File: src/rtl/stbuf_pkg.sv
package stbuf_pkg;

    localparam int LANES   = 4;
    localparam int LANE_W  = 8;
    localparam int WORD_W  = LANES * LANE_W;
    localparam int OFS_W   = $clog2(LANES);

    typedef logic [WORD_W-1:0] word_t;
    typedef logic [LANES-1:0]  lane_mask_t;

    typedef enum logic [1:0] {
        SZ_BYTE = 2'd0,
        SZ_HALF = 2'd1,
        SZ_WORD = 2'd2,
        SZ_BAD  = 2'd3
    } st_size_e;

    // Lanes covered by a store of the given size at offset zero.
    function automatic lane_mask_t size_base(st_size_e sz);
        case (sz)
            SZ_BYTE: size_base = lane_mask_t'(4'b0001);
            SZ_HALF: size_base = lane_mask_t'(4'b0011);
            SZ_WORD: size_base = lane_mask_t'(4'b1111);
            default: size_base = '0;
        endcase
    endfunction

    // True when the request cannot be placed inside one aligned word.
    function automatic logic is_misaligned(st_size_e sz, logic [OFS_W-1:0] ofs);
        case (sz)
            SZ_BYTE: is_misaligned = 1'b0;
            SZ_HALF: is_misaligned = ofs[0];
            SZ_WORD: is_misaligned = (ofs != '0);
            default: is_misaligned = 1'b1;
        endcase
    endfunction

    // Lane-wise select: enabled lanes come from the new word.
    function automatic word_t lane_merge(word_t old_d, word_t new_d, lane_mask_t new_be);
        word_t res;
        for (int l = 0; l < LANES; l++) begin
            res[l*LANE_W +: LANE_W] = new_be[l] ? new_d[l*LANE_W +: LANE_W]
                                                : old_d[l*LANE_W +: LANE_W];
        end
        return res;
    endfunction

endpackage

File: src/rtl/stbuf_lane_align.sv
module stbuf_lane_align
    import stbuf_pkg::*;
(
    input  logic [OFS_W-1:0] ofs,
    input  st_size_e         size,
    input  word_t            data,
    output lane_mask_t       be,
    output word_t            data_sh,
    output logic             bad
);
    logic [WORD_W+LANE_W*(LANES-1)-1:0] wide_sh;
    lane_mask_t                         base;

    always_comb begin
        bad     = is_misaligned(size, ofs);
        base    = size_base(size);
        be      = bad ? '0 : lane_mask_t'(base << ofs);
        wide_sh = {{(LANE_W*(LANES-1)){1'b0}}, data} << (LANE_W * int'(ofs));
        data_sh = lane_merge('0, word_t'(wide_sh), be);
    end

endmodule

File: src/rtl/stbuf_entries.sv
module stbuf_entries
    import stbuf_pkg::*;
#(
    parameter int DEPTH = 8,
    parameter int WA_W  = 14,
    localparam int PTR_W = $clog2(DEPTH),
    localparam int CNT_W = $clog2(DEPTH + 1)
)(
    input  logic             clk,
    input  logic             rst,
    input  logic             alloc,
    input  logic             merge,
    input  logic             pop,
    input  logic [WA_W-1:0]  wr_waddr,
    input  word_t            wr_data,
    input  lane_mask_t       wr_be,
    output logic [WA_W-1:0]  head_waddr,
    output word_t            head_data,
    output lane_mask_t       head_be,
    output logic [WA_W-1:0]  young_waddr,
    output logic [CNT_W-1:0] count,
    output logic             empty,
    output logic             full
);
    localparam logic [PTR_W-1:0] LAST_IDX  = PTR_W'(DEPTH - 1);
    localparam logic [CNT_W-1:0] DEPTH_CNT = CNT_W'(DEPTH);

    logic [WA_W-1:0] waddr_q [DEPTH];
    word_t           data_q  [DEPTH];
    lane_mask_t      be_q    [DEPTH];

    logic [PTR_W-1:0] head_q, tail_q, young_idx;
    logic [CNT_W-1:0] count_q;

    function automatic logic [PTR_W-1:0] ptr_inc(logic [PTR_W-1:0] p);
        return (p == LAST_IDX) ? '0 : p + 1'b1;
    endfunction

    always_comb begin
        young_idx = (tail_q == '0) ? LAST_IDX : tail_q - 1'b1;
    end

    always_ff @(posedge clk) begin
        if (rst) begin
            head_q  <= '0;
            tail_q  <= '0;
            count_q <= '0;
        end else begin
            if (pop)   head_q <= ptr_inc(head_q);
            if (alloc) tail_q <= ptr_inc(tail_q);
            case ({alloc, pop})
                2'b10:   count_q <= count_q + 1'b1;
                2'b01:   count_q <= count_q - 1'b1;
                default: count_q <= count_q;
            endcase
        end
    end

    for (genvar i = 0; i < DEPTH; i++) begin : g_slot
        logic do_load, do_merge;
        assign do_load  = alloc && (tail_q == PTR_W'(i));
        assign do_merge = merge && (young_idx == PTR_W'(i));

        always_ff @(posedge clk) begin
            if (do_load) begin
                waddr_q[i] <= wr_waddr;
                data_q[i]  <= wr_data;
                be_q[i]    <= wr_be;
            end else if (do_merge) begin
                data_q[i]  <= lane_merge(data_q[i], wr_data, wr_be);
                be_q[i]    <= be_q[i] | wr_be;
            end
        end
    end

    always_comb begin
        head_waddr  = waddr_q[head_q];
        head_data   = data_q[head_q];
        head_be     = be_q[head_q];
        young_waddr = waddr_q[young_idx];
        count       = count_q;
        empty       = (count_q == '0);
        full        = (count_q == DEPTH_CNT);
    end

endmodule

File: src/rtl/stbuf_coalesce.sv
module stbuf_coalesce
    import stbuf_pkg::*;
#(
    parameter int ADDR_W = 16,
    parameter int DEPTH  = 8,
    localparam int WA_W  = ADDR_W - OFS_W,
    localparam int CNT_W = $clog2(DEPTH + 1)
)(
    input  logic              clk,
    input  logic              rst,
    input  logic              in_valid,
    output logic              in_ready,
    input  logic [ADDR_W-1:0] in_addr,
    input  logic [31:0]       in_data,
    input  logic [1:0]        in_size,
    output logic              in_err,
    output logic              out_valid,
    input  logic              out_ready,
    output logic [WA_W-1:0]   out_waddr,
    output logic [31:0]       out_data,
    output logic [3:0]        out_be
);
    lane_mask_t       st_be;
    word_t            st_data;
    logic             st_bad;
    logic [WA_W-1:0]  st_waddr;

    logic [WA_W-1:0]  head_waddr, young_waddr;
    word_t            head_data;
    lane_mask_t       head_be;
    logic [CNT_W-1:0] count;
    logic             empty, full;

    logic take, pop, young_open, hit, do_merge, do_alloc;

    stbuf_lane_align u_align (
        .ofs     (in_addr[OFS_W-1:0]),
        .size    (st_size_e'(in_size)),
        .data    (word_t'(in_data)),
        .be      (st_be),
        .data_sh (st_data),
        .bad     (st_bad)
    );

    assign st_waddr = in_addr[ADDR_W-1:OFS_W];

    always_comb begin
        in_ready   = !full;
        take       = in_valid && in_ready;
        out_valid  = !empty;
        pop        = out_valid && out_ready;
        // The youngest entry stays open unless it leaves this very cycle.
        young_open = !empty && !(pop && (count == CNT_W'(1)));
        hit        = young_open && (young_waddr == st_waddr);
        do_merge   = take && !st_bad && hit;
        do_alloc   = take && !st_bad && !hit;
        in_err     = take && st_bad;
    end

    stbuf_entries #(
        .DEPTH (DEPTH),
        .WA_W  (WA_W)
    ) u_entries (
        .clk         (clk),
        .rst         (rst),
        .alloc       (do_alloc),
        .merge       (do_merge),
        .pop         (pop),
        .wr_waddr    (st_waddr),
        .wr_data     (st_data),
        .wr_be       (st_be),
        .head_waddr  (head_waddr),
        .head_data   (head_data),
        .head_be     (head_be),
        .young_waddr (young_waddr),
        .count       (count),
        .empty       (empty),
        .full        (full)
    );

    assign out_waddr = head_waddr;
    assign out_data  = head_data;
    assign out_be    = head_be;

endmodule

File: config.mk
export PLATFORM = sky130hd
export DESIGN_NAME = stbuf_coalesce
export DESIGN_NICKNAME = d
export VERILOG_FILES = /design/src/rtl/stbuf_pkg.sv /design/src/rtl/stbuf_lane_align.sv /design/src/rtl/stbuf_entries.sv /design/src/rtl/stbuf_coalesce.sv
export SDC_FILE = /design/constraint.sdc
export NUM_CORES = 1
export LEC_CHECK = 0
export ABC_AREA = 1
export BUFFER_PORTS_ARGS = -buffer_cell sky130_fd_sc_hd__buf_2
export CAP_MARGIN = 20
export CORE_MARGIN = 2
export CORE_UTILIZATION = 64
export CTS_BUF_LIST = sky130_fd_sc_hd__clkbuf_4
export DETAILED_ROUTE_END_ITERATION = 12
export PLACE_DENSITY = 0.83
export SLEW_MARGIN = 20
export SYNTH_ARGS = -nofsm -noshare
export SYNTH_HDL_FRONTEND = slang
export SYNTH_SLANG_ARGS = --single-unit
File: constraint.sdc
create_clock -name clk -period 4.55 [get_ports clk]
set_input_delay 0.2275 -clock clk [delete_from_list [all_inputs] [get_ports clk]]
set_output_delay 0.2275 -clock clk [all_outputs]
set_load 0.03 [all_outputs]
==> flow_summary.toml, run 1 <==
[outcome]
status = "completed"

[routing]
wire_per_inst_um = 20.84
wl_um = 54690
via_count = 16510
drtIter0Drc = 2540
drt_first_pass_iters = 8
antenna_left = 0
vias_per_cell = 6.289
drc_errors = 0

[place]
dpl.hpwl_um = 33040
place.gp.congestion = 0.9071
io_buffers = 106
placedCellCount = 2423

[critical_path]
startpoint_type = "register"
cp_max_fo = 36
worstPathRequired_ps = 4950
rr_startpoint = "u_entries.tail_q[1]"
critPathKind = "reg -> reg"
cp_data_arrival_time_ps = 4580
r2r_end = "u_entries.data_q[6][16]"
cp-end-kind = "register"
rrSetupSlack_ps = 380
r2r.worst_path.cells = 19

[global_routing]
antenna_found_initial = 3
grt_pass1_vias = 16070
track_usage_pct = 33.26
grt_max_degree = 173
grt_pass1_wl_um = 84420
overflow = 0

[die]
core_area_um2 = 30430
die-area_um2 = 32190
die_w_um = 179.4
die_y_um = 179.4
core.rowCount = 64
initial_core_util_pct = 64.71
num_io_pins = 107

[power_and_ir_drop]
combPwrFrac_pct = 36.3
ir_worst_vdd_mv = 0.3571
clkPwrFrac_pct = 25.4
internal_power_mw = 6.879
swShare_pct = 40.69
p_per_area_nw_per_um2 = 527.3
total_power_mw = 11.60
seqPwrFrac_pct = 38.3
leakagePower_nw = 8.890
p_sw_mw = 4.719

[final_layout]
nNetsFinal = 2225
fin_cells = 2625
fill_cells = 2100
layout_commonest_cell = "edfxtp_1"
fin_util_pct = 72.28
seq_area_um2 = 12280
multi_input_area_um2 = 6218
mostFrequentLayoutCells = "edfxtp_1 (400), nor2_1 (373), nand2_1 (298)"
drive_gt1_share_pct = 14.77
syn_to_final_growth_pct = 11.70

[clock_tree]
insertion_delay_ps = 790
clockBufferDepth = 3
root_buffer = "clkbuf_4"
clkSinkCount = 413
cts_tree = "built"
cts_buffers = 100
clk_pin_slew_ps = 70
htreeDepth = 3

[logic_synthesis]
yosys.area.top_type = "edfxtp_1"
ys_ff_latch = 413
syn_area_per_cell_um2 = 9.772
synthCells = 2015
synth_cell_types = 38
ys_warn_count = 0
synth-edff-count = 400
yosysTopAreaCellShare_pct = 61.00
synth_nets = 2086
synth_area_um2 = 19690
synth_async_sr_flop_share_pct = 0
yosys-top-cells-area = "edfxtp_1 (61%), nor2_1 (7.1%), o21ai_0 (6.1%)"
synthFlopType = "edfxtp_1"
yosysSeqAreaShare_pct = 62.32

[sta]
slew_violations = 0
worst_pin_slew_ps = 999.5
min_period_ps = 4171
finalSetupTns_ps = 0
post-route-period-util_pct = 91.68
skew_ps = 79.02
setup_viol = 0
rsz0062_at_grt = "no"
fmaxAchievable_mhz = 239.7
slew_headroom_pct = 32.97
final-hold-violation-count = 0

[min_path]
hp-start = "in_data[25]"
hp-class = "in -> reg"
min_to = "u_entries.data_q[1][25]"
whs_path_depth = 5

[run]
max_cap_violations = 0
[sequential cells by signal, indices dropped and copies added (netlist names), named ones only]
| name | flops |
|---|---|
| u_entries.count | 4 |
| u_entries.data_q | 256 |
| u_entries.waddr_q | 112 |
| u_entries.tail_q | 3 |
| u_entries.be_q | 32 |
| u_entries.head_q | 3 |
[area by class of cell]
class | count | share of cell area [%]
flip-flops and latches | 413 | 55.83
multi-input cells | 1298 | 28.27
inverters | 170 | 2.947
diodes | 2 | 0.02275
clock buffers | 141 | 4.813
clock inverters | 34 | 0.7793
repair buffers | 171 | 5.086
well taps | 396 | 2.253
[per-stage QoR]
| step | hold WS, ps | instance area, um2 | worst slack (ps) |
|---|---|---|---|
| floorplan | 326.4 | 19690 | 939.2 |
| global placement | 469.8 | 20490 | 591.0 |
| detailed placement | 490.9 | 20490 | 355.4 |
| CTS | 38.45 | 21970 | 322.5 |
| global route | 66.32 | 21990 | 68.76 |
| finish | 87.53 | 21990 | 378.6 |
[cell families after synthesis]
kind of cell / synth area share [%]
AO/OA/AOI/OAI: 11.82
XOR/XNOR: 0.04449
adder cells (fa/ha/maj): 1.080
buffers and inverters: 6.278
flip-flops: 62.32
AND/OR/NAND/NOR: 18.45
[how the worst max path moves through the flow]
stage,from,slack (ps),end,depth (start not counted)
finish,u_entries.tail_q[1],380,u_entries.data_q[6][16],19
global route,u_entries.tail_q[1],70,u_entries.count[3],20
CTS,u_entries.tail_q[1],320,u_entries.count[3],20
detailed placement,u_entries.tail_q[1],360,u_entries.count[3],20
global placement,u_entries.tail_q[1],590,u_entries.data_q[6][21],18
floorplan,u_entries.tail_q[0],940,u_entries.count[3],25
[synth_stat cells (2+ instances only)]
library cell    n
nor2_1        374
nand3b_1        3
nand3_1        29
buf_2          17
o22ai_1        33
or2_2           8
o21a_1          2
ha_1           17
o21ai_1         9
clkbuf_1       89
inv_2           6
nand3_2         6
a21oi_1        79
a221oi_1        5
nand2_1       298
dfxtp_1        13
a31oi_1        52
a211oi_1        8
buf_6           7
o21ai_0       239
buf_4           5
inv_1         163
nand4_1       118
o211ai_1        3
nor3_1          4
buf_1          16
nor2_4          2
edfxtp_1      400
[worst max-delay path, cell delays in order, from the launching register on]
cell and delay [ps]:
dfxtp_1 390, inv_1 100, ha_1 310, buf_4 410
inv_2 110, buf_4 250, nand4_1 140, nand2_1 60
nor2_1 80, nand2_1 90, nand2_1 110, nand2_1 70
nand2_1 90, nand3_1 90, nor2_1 140, nand2_1 130
nor2_4 380, buf_12 260, nand4_1 100, nand2_1 460
[timing repair]
item,in CTS,in global routing
endpoints found under the hold margin,197,0
hold buffers,25,0
resized for setup,0,3
setup endpoints to repair,0,1
setup buffers,0,0
[power by group through the flow]
stage / clock network (mW) / registers (mW) / logic, mW
after global routing: 3.16 / 4.44 / 4.51
after floorplan: 0 / 4.45 / 2.87
after global placement: 0 / 4.51 / 3.98
after detailed placement: 0 / 4.51 / 4.08
after CTS: 2.96 / 4.43 / 4.14
final: 2.95 / 4.44 / 4.22
[per-layer routing]
layer | global-route usage [%] | up-vias | share of wire, %
li1 | - | 7389 | -
met1 | 43.37 | 7627 | 36
met2 | 53.24 | 1261 | 48
met3 | 8.165 | 231 | 13
met4 | 15.28 | 0 | 4.0
met5 | 0 | - | 0
No activity file was read; power rests on OpenSTA's default activity.
==> run 2, diff against run 1 <==
--- a/config.mk
+++ b/config.mk
@@ -7,12 +7,12 @@
 export LEC_CHECK = 0
 export ABC_AREA = 1
 export BUFFER_PORTS_ARGS = -buffer_cell sky130_fd_sc_hd__buf_2
-export CAP_MARGIN = 20
+export CAP_MARGIN = 15
 export CORE_MARGIN = 2
-export CORE_UTILIZATION = 64
-export CTS_BUF_LIST = sky130_fd_sc_hd__clkbuf_4
+export CORE_UTILIZATION = 61
 export DETAILED_ROUTE_END_ITERATION = 12
-export PLACE_DENSITY = 0.83
+export PLACE_DENSITY = 0.8
+export REMOVE_ABC_BUFFERS = 1
 export SLEW_MARGIN = 20
 export SYNTH_ARGS = -nofsm -noshare
 export SYNTH_HDL_FRONTEND = slang
==> flow_summary.toml, run 2 (synthesis gave the netlist of run 1 again) <==
[die]
die-area_um2 = 33730
die_y_um = 183.7
die_w_um = 183.7
core.rowCount = 65
initial_core_util_pct = 62.24
core_area_um2 = 31640
num_io_pins = 107

[sta]
setup_viol = 0
finalSetupTns_ps = 0
slew_violations = 0
post-route-period-util_pct = 90.59
fmaxAchievable_mhz = 242.6
whs_ps = 7.454
min_period_ps = 4122
slew_headroom_pct = 33.05
skew_ps = 14.43
final-hold-violation-count = 0
rsz0062_at_grt = "no"
worst_pin_slew_ps = 998.2

[routing]
vias_per_cell = 6.278
drt_first_pass_iters = 7
wl_um = 52360
wire_per_inst_um = 20.94
antenna_left = 0
via_count = 15700
drc_errors = 0
drtIter0Drc = 2255

[final_layout]
largest_registers = "u_entries.data_q: 256 flops, u_entries.waddr_q: 112 flops, u_entries.be_q: 32 flops"
nNetsFinal = 2137
fin_cells = 2501
mostFrequentLayoutCells = "edfxtp_1 (400), nor2_1 (373), nand2_1 (298)"
largest_reg_flops = 256
top_register = "u_entries.data_q"
drive_gt1_share_pct = 10.92
syn_to_final_growth_pct = 10.54
layout_commonest_cell = "edfxtp_1"

[critical_path]
critPathKind = "reg -> reg"
worstPathRequired_ps = 4710
cp-end-kind = "register"
cp_data_arrival_time_ps = 4280
cp_max_fo = 18
startpoint_type = "register"

[clock_tree]
clk_pin_slew_ps = 60
insertion_delay_ps = 540
clkSinkCount = 413
htreeDepth = 2
root_buffer = "clkbuf_16"
cts_tree = "built"
clockBufferDepth = 3
postCtsSetupBuffers = 0
cts_buffers = 42

[power_and_ir_drop]
ir_worst_vdd_mv = 0.3078
p_per_area_nw_per_um2 = 545.6
total_power_mw = 11.88
leakagePower_nw = 8.681

[outcome]
status = "completed"

[place]
placedCellCount = 2421
dpl.hpwl_um = 32000
io_buffers = 106
place.gp.congestion = 0.8866

[global_routing]
grt_max_degree = 107
grt_pass1_wl_um = 80250
grt_pass1_vias = 14860
track_usage_pct = 30.96
antenna_found_initial = 1
overflow = 0

[run]
max_cap_violations = 0

[min_path]
hp-class = "in -> reg"
-- run 2: cell types whose count changed in the layout (fill, tap and decap cells not counted), moves of 2 or more --
cell and delta:
clkbuf_4 -141, clkbuf_16 +43, dlygate4sd3_1 -22, clkinv_1 -15, clkbuf_1 +8, clkinv_2 +8, buf_4 -6, bufinv_16 +4
nand3_2 +3, nand3_4 -3, buf_12 -2, clkinvlp_4 -2
-- run 2: per-layer routing --
layer / part of all wire, % / wire length (um) / vias to the layer above / track usage, %
met5: 0 / 0 / - / 0
met4: 4.2 / 2206 / 0 / 13.60
met3: 11 / 6007 / 170 / 5.448
met2: 47 / 24540 / 1037 / 49.57
met1: 37 / 19610 / 7331 / 41.99
li1: - / - / 7164 / -
-- run 2: path summary, 6_finish.rpt --
kind / startpoint / to / slack, ps / cells after the start
hold reg to reg: u_entries.count[3] / u_entries.count[3] / 500 / 2
setup / recovery: u_entries.tail_q[1] / u_entries.waddr_q[4][5] / 430 / 14
setup reg to reg: u_entries.tail_q[1] / u_entries.waddr_q[4][5] / 430 / 14
hold / removal: in_addr[15] / u_entries.waddr_q[4][13] / 7 / 1
-- run 2: worst max-delay path, cell delays in order, from the launching register on --
cell     delay (ps)
dfxtp_1         380
inv_1           100
ha_1            590
nand3_2         450
o21ai_0         320
inv_1            70
nand2_1          90
nand3_1          80
nand2_1          90
nor2_1           50
nand2_1         100
nor2_4           60
nand2_2         240
nand4_2         350
inv_1           750
-- run 2: where the power goes --
part / total [mW] / switching, mW / internal (mW) / leakage, nW
combinational: 3.99 / 2.93 / 1.07 / 4.26
sequential: 4.52 / 0.176 / 4.34 / 3.76
clock: 3.36 / 1.41 / 1.96 / 0.653
total: 11.9 / 4.51 / 7.37 / 8.68
-- run 2: final cells by class --
cell class	count	area [um2]
fill	2289	9871
timing repair buffer	141	813.3
clock inverter	25	219.0
multi-input combinational	1298	6196
clock buffer	51	1106
inverter	170	646.9
sequential	413	12280
antenna	1	2.502
tap	402	503.0
-- run 2: stage by stage --
stage	instance area, um2	worst slack (ps)	utilization, %
floorplan	19100	-3492	-
global placement	20410	640.0	64.51
detailed placement	20410	494.4	64.51
CTS	21760	489.8	68.79
global route	21770	45.47	68.80
finish	21770	428.1	68.80
-- run 2: repair_timing --
action	in CTS	in global routing
gates resized for setup	0	0
hold buffers	3	0
hold endpoints to repair	17	0
